--- src/rtl/mbi_pkg.sv ---
package mbi_pkg;

    localparam int CLS_W = 4;

    localparam logic [CLS_W-1:0] CLS_NONE       = 4'd0;
    localparam logic [CLS_W-1:0] CLS_DMUL_S     = 4'd1;
    localparam logic [CLS_W-1:0] CLS_DMUL_U     = 4'd2;
    localparam logic [CLS_W-1:0] CLS_MAC_LONG   = 4'd3;
    localparam logic [CLS_W-1:0] CLS_MAC_WORD   = 4'd4;
    localparam logic [CLS_W-1:0] CLS_MUL_WORD   = 4'd5;
    localparam logic [CLS_W-1:0] CLS_RES_TO_REG = 4'd6;
    localparam logic [CLS_W-1:0] CLS_RES_TO_MEM = 4'd7;
    localparam logic [CLS_W-1:0] CLS_REG_TO_RES = 4'd8;
    localparam logic [CLS_W-1:0] CLS_MEM_TO_RES = 4'd9;

    // position of an issued double-length multiply before its multiplier access
    typedef enum logic [1:0] {
        PH_IDLE = 2'd0,
        PH_EX   = 2'd1,
        PH_MA1  = 2'd2,
        PH_MA2  = 2'd3
    } mul_phase_e;

endpackage

--- src/rtl/mbi_class_decode.sv ---
module mbi_class_decode
    import mbi_pkg::*;
(
    input  logic [CLS_W-1:0] cls,
    output logic             uses_mul,
    output logic             is_dlong
);

    always_comb begin
        uses_mul = 1'b0;
        is_dlong = 1'b0;
        case (cls)
            CLS_DMUL_S, CLS_DMUL_U: begin
                uses_mul = 1'b1;
                is_dlong = 1'b1;
            end
            CLS_MAC_LONG, CLS_MAC_WORD, CLS_MUL_WORD,
            CLS_RES_TO_REG, CLS_RES_TO_MEM,
            CLS_REG_TO_RES, CLS_MEM_TO_RES: begin
                uses_mul = 1'b1;
            end
            default: begin
                uses_mul = 1'b0;
                is_dlong = 1'b0;
            end
        endcase
    end

endmodule

--- src/rtl/mbi_issue_fsm.sv ---
module mbi_issue_fsm
    import mbi_pkg::*;
(
    input  logic clk,
    input  logic rst,
    input  logic issue,
    input  logic adv,
    output logic access_done,
    output logic pre_access,
    output logic slot_pend
);

    mul_phase_e state_q, state_d;

    // state register
    always_ff @(posedge clk) begin
        if (rst) begin
            state_q <= PH_IDLE;
        end else begin
            state_q <= state_d;
        end
    end

    // transitions
    always_comb begin
        state_d = state_q;
        unique case (state_q)
            PH_IDLE: if (issue) state_d = PH_EX;
            PH_EX:   if (adv)   state_d = PH_MA1;
            PH_MA1:  if (adv)   state_d = PH_MA2;
            PH_MA2:  if (adv)   state_d = PH_IDLE;
        endcase
    end

    // one-slot decode hold after an issue
    always_ff @(posedge clk) begin
        if (rst) begin
            slot_pend <= 1'b0;
        end else if (issue) begin
            slot_pend <= 1'b1;
        end else if (adv) begin
            slot_pend <= 1'b0;
        end
    end

    // outputs
    always_comb begin
        access_done = 1'b0;
        pre_access  = 1'b1;
        unique case (state_q)
            PH_IDLE: pre_access  = 1'b0;
            PH_EX:   pre_access  = 1'b1;
            PH_MA1:  pre_access  = 1'b1;
            PH_MA2:  access_done = adv;
        endcase
    end

    AST_PHASE_HOLD: assert property (@(posedge clk) disable iff (rst)
        (state_q != PH_IDLE && !adv) |=> (state_q == $past(state_q)));
    AST_SLOT_ONE: assert property (@(posedge clk) disable iff (rst)
        (slot_pend && adv) |=> !slot_pend);
    AST_ISSUE_FROM_IDLE: assert property (@(posedge clk) disable iff (rst)
        issue |-> (state_q == PH_IDLE));

endmodule

--- src/rtl/mbi_tail_counter.sv ---
module mbi_tail_counter #(
    parameter int TAIL_CYCLES = 4,
    parameter int CNT_W       = 3
) (
    input  logic             clk,
    input  logic             rst,
    input  logic             load,
    output logic [CNT_W-1:0] cnt,
    output logic             busy
);

    localparam logic [CNT_W-1:0] LOAD_VAL = CNT_W'(TAIL_CYCLES);
    localparam logic [CNT_W-1:0] ONE      = CNT_W'(1);

    always_ff @(posedge clk) begin
        if (rst) begin
            cnt <= '0;
        end else if (load) begin
            cnt <= LOAD_VAL;
        end else if (cnt != '0) begin
            cnt <= cnt - ONE;
        end
    end

    assign busy = (cnt != '0);

    AST_TAIL_LOAD: assert property (@(posedge clk) disable iff (rst)
        load |=> (cnt == LOAD_VAL));
    AST_TAIL_DECR: assert property (@(posedge clk) disable iff (rst)
        (!load && cnt != '0) |=> (cnt == $past(cnt) - ONE));

endmodule

--- src/rtl/mbi_interlock.sv ---
module mbi_interlock
    import mbi_pkg::*;
#(
    parameter int TAIL_CYCLES = 4,
    parameter int USER_LEAD   = 2
) (
    input  logic             clk,
    input  logic             rst,
    input  logic             dec_valid,
    input  logic [CLS_W-1:0] dec_class,
    input  logic             pipe_adv,
    output logic             dec_stall,
    output logic             mul_busy
);

    localparam int CNT_W = $clog2(TAIL_CYCLES + 1);
    localparam logic [CNT_W-1:0] LEAD_VAL = CNT_W'(USER_LEAD);

    logic             uses_mul;
    logic             is_dlong;
    logic             issue;
    logic             access_done;
    logic             pre_access;
    logic             slot_pend;
    logic [CNT_W-1:0] tail_cnt;
    logic             tail_wait;

    mbi_class_decode u_dec (
        .cls      (dec_class),
        .uses_mul (uses_mul),
        .is_dlong (is_dlong)
    );

    mbi_issue_fsm u_fsm (
        .clk         (clk),
        .rst         (rst),
        .issue       (issue),
        .adv         (pipe_adv),
        .access_done (access_done),
        .pre_access  (pre_access),
        .slot_pend   (slot_pend)
    );

    mbi_tail_counter #(
        .TAIL_CYCLES (TAIL_CYCLES),
        .CNT_W       (CNT_W)
    ) u_tail (
        .clk  (clk),
        .rst  (rst),
        .load (access_done),
        .cnt  (tail_cnt),
        .busy (mul_busy)
    );

    // a user leaving decode now reaches its access USER_LEAD cycles later
    assign tail_wait = (tail_cnt > LEAD_VAL);

    always_comb begin
        dec_stall = 1'b0;
        if (dec_valid) begin
            dec_stall = slot_pend | (uses_mul & (pre_access | tail_wait));
        end
    end

    assign issue = dec_valid & is_dlong & pipe_adv & ~dec_stall;

    AST_INVALID_NO_STALL: assert property (@(posedge clk) disable iff (rst)
        !dec_valid |-> !dec_stall);
    AST_USER_WAITS_ACCESS: assert property (@(posedge clk) disable iff (rst)
        (dec_valid && uses_mul && pre_access) |-> dec_stall);
    AST_SLOT_AFTER_ISSUE: assert property (@(posedge clk) disable iff (rst)
        issue |=> (!dec_valid || dec_stall));
    AST_NONUSER_FREE: assert property (@(posedge clk) disable iff (rst)
        (dec_valid && !uses_mul && !slot_pend) |-> !dec_stall);

endmodule

--- config.mk ---
export PLATFORM = sky130hd
export DESIGN_NAME = mbi_interlock
export DESIGN_NICKNAME = d
export VERILOG_FILES = /design/src/rtl/mbi_pkg.sv /design/src/rtl/mbi_class_decode.sv /design/src/rtl/mbi_issue_fsm.sv /design/src/rtl/mbi_tail_counter.sv /design/src/rtl/mbi_interlock.sv
export SDC_FILE = /design/constraint.sdc
export NUM_CORES = 1
export LEC_CHECK = 0
export BUFFER_PORTS_ARGS = -buffer_cell sky130_fd_sc_hd__buf_2
export CORE_MARGIN = 2
export CORE_UTILIZATION = 30
export DETAILED_ROUTE_END_ITERATION = 6
export PLACE_DENSITY = 0.63
export SYNTH_ARGS = -nofsm -noshare
export SYNTH_HDL_FRONTEND = slang
export SYNTH_HIERARCHICAL = 1
export SYNTH_SLANG_ARGS = --single-unit
--- constraint.sdc ---
create_clock -name clk -period 1.7 [get_ports clk]
set_clock_uncertainty 0.15 [all_clocks]
set_input_delay 0.085 -clock clk [delete_from_list [all_inputs] [get_ports clk]]
set_output_delay 0.085 -clock clk [all_outputs]
set_load 0.01 [all_outputs]
==> run_summary.xml <==
<?xml version="1.0" encoding="UTF-8"?>
<metrics>
  <group name="logic_synthesis">
    <metric name="synth_top_cell_by_area" unit="">sky130_fd_sc_hd__dfxtp_1</metric>
    <metric name="yosys_warnings" unit="">6</metric>
    <metric name="synth_nets" unit="">65</metric>
    <metric name="ys_seq_area_share" unit="%">26.74</metric>
    <metric name="arithmetic_cell_share_of_the_synthesized_area_counting_full_adders_half_adders_and_majority_gates" unit="%">19.50</metric>
    <metric name="post_synth_num_cell_types" unit="">22</metric>
    <metric name="synth.cell_area" unit="µm²">449.2</metric>
    <metric name="netlist_top_cells_area" unit="">sky130_fd_sc_hd__dfxtp_1 (27%), sky130_fd_sc_hd__ha_1 (19%), sky130_fd_sc_hd__mux2i_1 (8.9%)</metric>
    <metric name="synthCells" unit="">50</metric>
    <metric name="synth_xor_area_share" unit="%">3.900</metric>
    <metric name="synth_top_family_by_area" unit="">adder cells</metric>
    <metric name="synthSimpleGateAreaFrac" unit="%">15.04</metric>
    <metric name="post-synth-top-area-fraction" unit="%">26.74</metric>
    <metric name="avgSynthCellArea" unit="µm²">8.984</metric>
    <metric name="synth_compound_area_share" unit="%">17.55</metric>
    <metric name="muxShareOfSynthArea" unit="%">8.914</metric>
    <metric name="ys_seq_elements" unit="">6</metric>
  </group>
  <group name="global_routing">
    <metric name="grt.met1_usage" unit="%">10.08</metric>
    <metric name="antenna_found_initial" unit="">0</metric>
    <metric name="grt_util_met3" unit="%">6.383</metric>
    <metric name="overflow" unit="">0</metric>
    <metric name="grt_start_max_net_pins" unit="">9</metric>
    <metric name="global_routing_met2_resource_utilization" unit="%">20.00</metric>
    <metric name="grt_busiest_layer" unit="">met2</metric>
    <metric name="grt_use_total" unit="%">11.30</metric>
    <metric name="grt_pass1_wl" unit="µm">1483</metric>
    <metric name="grt_pass1_vias" unit="">402</metric>
  </group>
  <group name="finish">
    <metric name="insertedDiodeCount" unit="">0</metric>
    <metric name="layout_commonest_cell" unit="">sky130_fd_sc_hd__buf_2</metric>
    <metric name="flow.area_growth_from_synthesis" unit="%">36.49</metric>
    <metric name="final_non_filler_cell_total" unit="">85</metric>
    <metric name="final_layout_size_suffix_gt1_share" unit="%">44.29</metric>
    <metric name="nets" unit="">87</metric>
    <metric name="layout_common_cells" unit="">sky130_fd_sc_hd__buf_2 (9), sky130_fd_sc_hd__buf_4 (7), sky130_fd_sc_hd__inv_1 (6), sky130_fd_sc_hd__ha_1 (6)</metric>
  </group>
  <group name="floorplanning">
    <metric name="vertical_die_dimension" unit="µm">42.70</metric>
    <metric name="core_region_area" unit="µm²">1350</metric>
    <metric name="fp.dieW" unit="µm">42.70</metric>
    <metric name="floorplan.io_pins" unit="">10</metric>
    <metric name="die_area" unit="µm²">1823</metric>
    <metric name="start_util" unit="%">33.27</metric>
    <metric name="rows" unit="">13</metric>
  </group>
  <group name="detailed_routing">
    <metric name="route.vias.total" unit="">383</metric>
    <metric name="detail_route.vias_per_cell" unit="">4.506</metric>
    <metric name="finalWirelength" unit="µm">835</metric>
    <metric name="drtPass1Iterations" unit="">4</metric>
    <metric name="drt-wirelength-per-cell" unit="µm">9.824</metric>
    <metric name="count_of_nets_left_with_antenna_violations_after_detail_routing" unit="">0</metric>
    <metric name="drtIter0Drc" unit="">12</metric>
    <metric name="drc" unit="">0</metric>
  </group>
  <group name="placement">
    <metric name="placement.io_buffers" unit="">9</metric>
    <metric name="placed_cells" unit="">80</metric>
    <metric name="dp_hpwl" unit="µm">682.4</metric>
    <metric name="routabilityCongestion" unit="">0.6690</metric>
  </group>
  <group name="timing">
    <metric name="clock.fmax" unit="MHz">603.6</metric>
    <metric name="report.final.hold_viol_count" unit="">0</metric>
    <metric name="count_of_final_max_slew_check_failures" unit="">0</metric>
    <metric name="layout_worst_path_cycle_share" unit="%">97.46</metric>
    <metric name="max-slew-margin-rel" unit="%">84.91</metric>
    <metric name="final-setup-viol-count" unit="">0</metric>
    <metric name="grt_setup_unrepaired" unit="">true</metric>
    <metric name="layout_min_cycle_time" unit="ps">1657</metric>
    <metric name="worst-slew-pin-transition" unit="ps">220.1</metric>
  </group>
  <group name="outcome">
    <metric name="outcome" unit="">finished clean</metric>
  </group>
  <group name="setup_path">
    <metric name="crit_path_end_kind" unit="">flop</metric>
    <metric name="r2r.worst_path.cells" unit="">7</metric>
    <metric name="regToRegStartpoint" unit="">u_fsm/state_q[0]</metric>
    <metric name="critical_path.startpoint_type" unit="">flop</metric>
    <metric name="worst_path_arrival_time" unit="ps">1680</metric>
    <metric name="critPathKind" unit="">flop to flop</metric>
    <metric name="cp_max_fo" unit="">2</metric>
    <metric name="worst_r2r_endpoint" unit="">u_fsm/state_q[0]</metric>
    <metric name="reg2reg_setup_slack" unit="ps">40</metric>
    <metric name="critical_path_required" unit="ps">1720</metric>
  </group>
  <group name="min_path">
    <metric name="hold_path_end" unit="">u_fsm/slot_pend</metric>
    <metric name="timing.hold.worst_path_depth" unit="">4</metric>
    <metric name="worst_hold_path_type" unit="">input port to flop</metric>
    <metric name="min_from" unit="">pipe_adv</metric>
  </group>
  <group name="job">
    <metric name="maxCapViolCount" unit="">0</metric>
  </group>
  <group name="clock_tree">
    <metric name="cts_tree" unit="">built</metric>
    <metric name="tritoncts_buffer_count" unit="">3</metric>
    <metric name="cts_htree_levels" unit="">1</metric>
    <metric name="clk_transition_reported_paths" unit="ps">50</metric>
    <metric name="root_buffer" unit="">sky130_fd_sc_hd__clkbuf_4</metric>
    <metric name="worst_skew_pair.late_latency" unit="ps">250</metric>
    <metric name="clock_sinks" unit="">6</metric>
    <metric name="max-clock-path-buffers" unit="">2</metric>
  </group>
  <group name="power">
    <metric name="peakVddDrop" unit="V">0.0005940</metric>
    <metric name="report.power.total" unit="W">0.0007026</metric>
    <metric name="static-leakage-power" unit="nW">0.2951</metric>
    <metric name="power.density" unit="nW/µm²">1146</metric>
  </group>
</metrics>
==> per-stage QoR <==
stage | setup slack (ps) | TNS, ps | hold WS (ps) | instance area [µm²] | util [%]
2_1_floorplan | 26.34 | 0 | 4.066 | 449.2 | -
3_5_place_dp | -98.20 | -186.1 | 202.2 | 558.0 | 41.33
6_report | 43.25 | 0 | 39.11 | 613.1 | 45.41
5_1_grt | -14.15 | -19.74 | 34.52 | 613.1 | 45.41
3_3_place_gp | -77.98 | -149.9 | 205.4 | 558.0 | 41.33
4_1_cts | 3.157 | 0 | 19.59 | 594.3 | 44.02
==> Yosys cell counts <==
master and number:
sky130_fd_sc_hd__nand3_1 1, sky130_fd_sc_hd__nand2b_1 3, sky130_fd_sc_hd__mux2i_1 4, sky130_fd_sc_hd__and2_1 1
sky130_fd_sc_hd__inv_1 9, sky130_fd_sc_hd__o21ba_2 1, sky130_fd_sc_hd__nor2b_1 1, sky130_fd_sc_hd__nor3_1 2
sky130_fd_sc_hd__o21ai_0 1, sky130_fd_sc_hd__xnor2_1 1, sky130_fd_sc_hd__xor2_1 1, sky130_fd_sc_hd__a211o_1 1
sky130_fd_sc_hd__a211oi_2 1, sky130_fd_sc_hd__a2111oi_2 1, sky130_fd_sc_hd__dfxtp_1 6, sky130_fd_sc_hd__o22a_2 1
sky130_fd_sc_hd__a21oi_1 2, sky130_fd_sc_hd__ha_1 7, sky130_fd_sc_hd__nor2_1 3, sky130_fd_sc_hd__nor3_2 1
sky130_fd_sc_hd__inv_2 1, sky130_fd_sc_hd__o21bai_1 1
==> flip-flops by register name (all words and copies together), names as in the netlist <==
name,count
u_fsm/slot_pend,1
u_fsm/state_q,2
u_tail/cnt,3
==> cell type report <==
class	instances	area [µm²]
Clock buffer	3	22.52
Fill cell	142	737.0
Inverter	10	37.54
Multi-Input combinational cell	34	304.0
Sequential cell	6	122.6
Tap cell	15	18.77
Timing Repair Buffer	17	107.6
==> per-layer routing <==
layer  up-vias  wire length [µm]  share of wire, %
li1        206                 -                 -
met1       172               346                41
met2         5               452                54
met3         0                37               4.4
met4         0                 0                 0
met5         -                 0                 0
==> critical path: stages (launching register included) <==
cell                       delay (ps)
sky130_fd_sc_hd__dfxtp_2          310
sky130_fd_sc_hd__inv_2             70
sky130_fd_sc_hd__ha_4             140
sky130_fd_sc_hd__inv_2             40
sky130_fd_sc_hd__a211o_1          250
sky130_fd_sc_hd__a211oi_2         240
sky130_fd_sc_hd__o22a_2           200
sky130_fd_sc_hd__mux2i_1          180
==> cells by family (layout without fill, tap and decap cells) <==
logic type                 Yosys count  count (layout)
DFF                                  6               6
xor gates and xnor gates             2               2
adders and majority gates            7               7
AOI/OAI and AO/OA                    9               9
muxes                                4               4
buffers and inverters               10              30
and+or+nand+nor                     12              12
==> repair_timing <==
| item | 4_1_cts | 5_1_grt |
|---|---|---|
| buffers inserted | 0 | 1 |
| hold buffers | 1 | 0 |
| hold endpoints to repair | 4 | 0 |
| pin swaps | 3 | 0 |
| endpoints found under the setup margin | 3 | 3 |
| resized for setup | 5 | 2 |
==> power by group <==
| part | leakage [nW] | internal, W | switching (W) |
|---|---|---|---|
| combinational | 0.231 | 0.000191 | 0.000176 |
| clock | 0.0138 | 0.0000801 | 0.0000553 |
| sequential | 0.0499 | 0.000176 | 0.0000240 |
==> worst max path at each step <==
stage / slack (ps) / startpoint / depth (start not counted) / to
after global placement: -80 / u_fsm/state_q[1] / 7 / u_fsm/state_q[0]
final: 40 / u_fsm/state_q[0] / 7 / u_fsm/state_q[0]
after CTS: 3 / u_fsm/state_q[1] / 7 / u_fsm/state_q[0]
after floorplan: 30 / u_fsm/state_q[0] / 7 / u_fsm/state_q[0]
after detailed placement: -100 / u_fsm/state_q[1] / 7 / u_fsm/state_q[0]
after global routing: -10 / u_fsm/state_q[0] / 7 / u_fsm/state_q[0]
No activity file was read; power rests on OpenSTA's default activity.
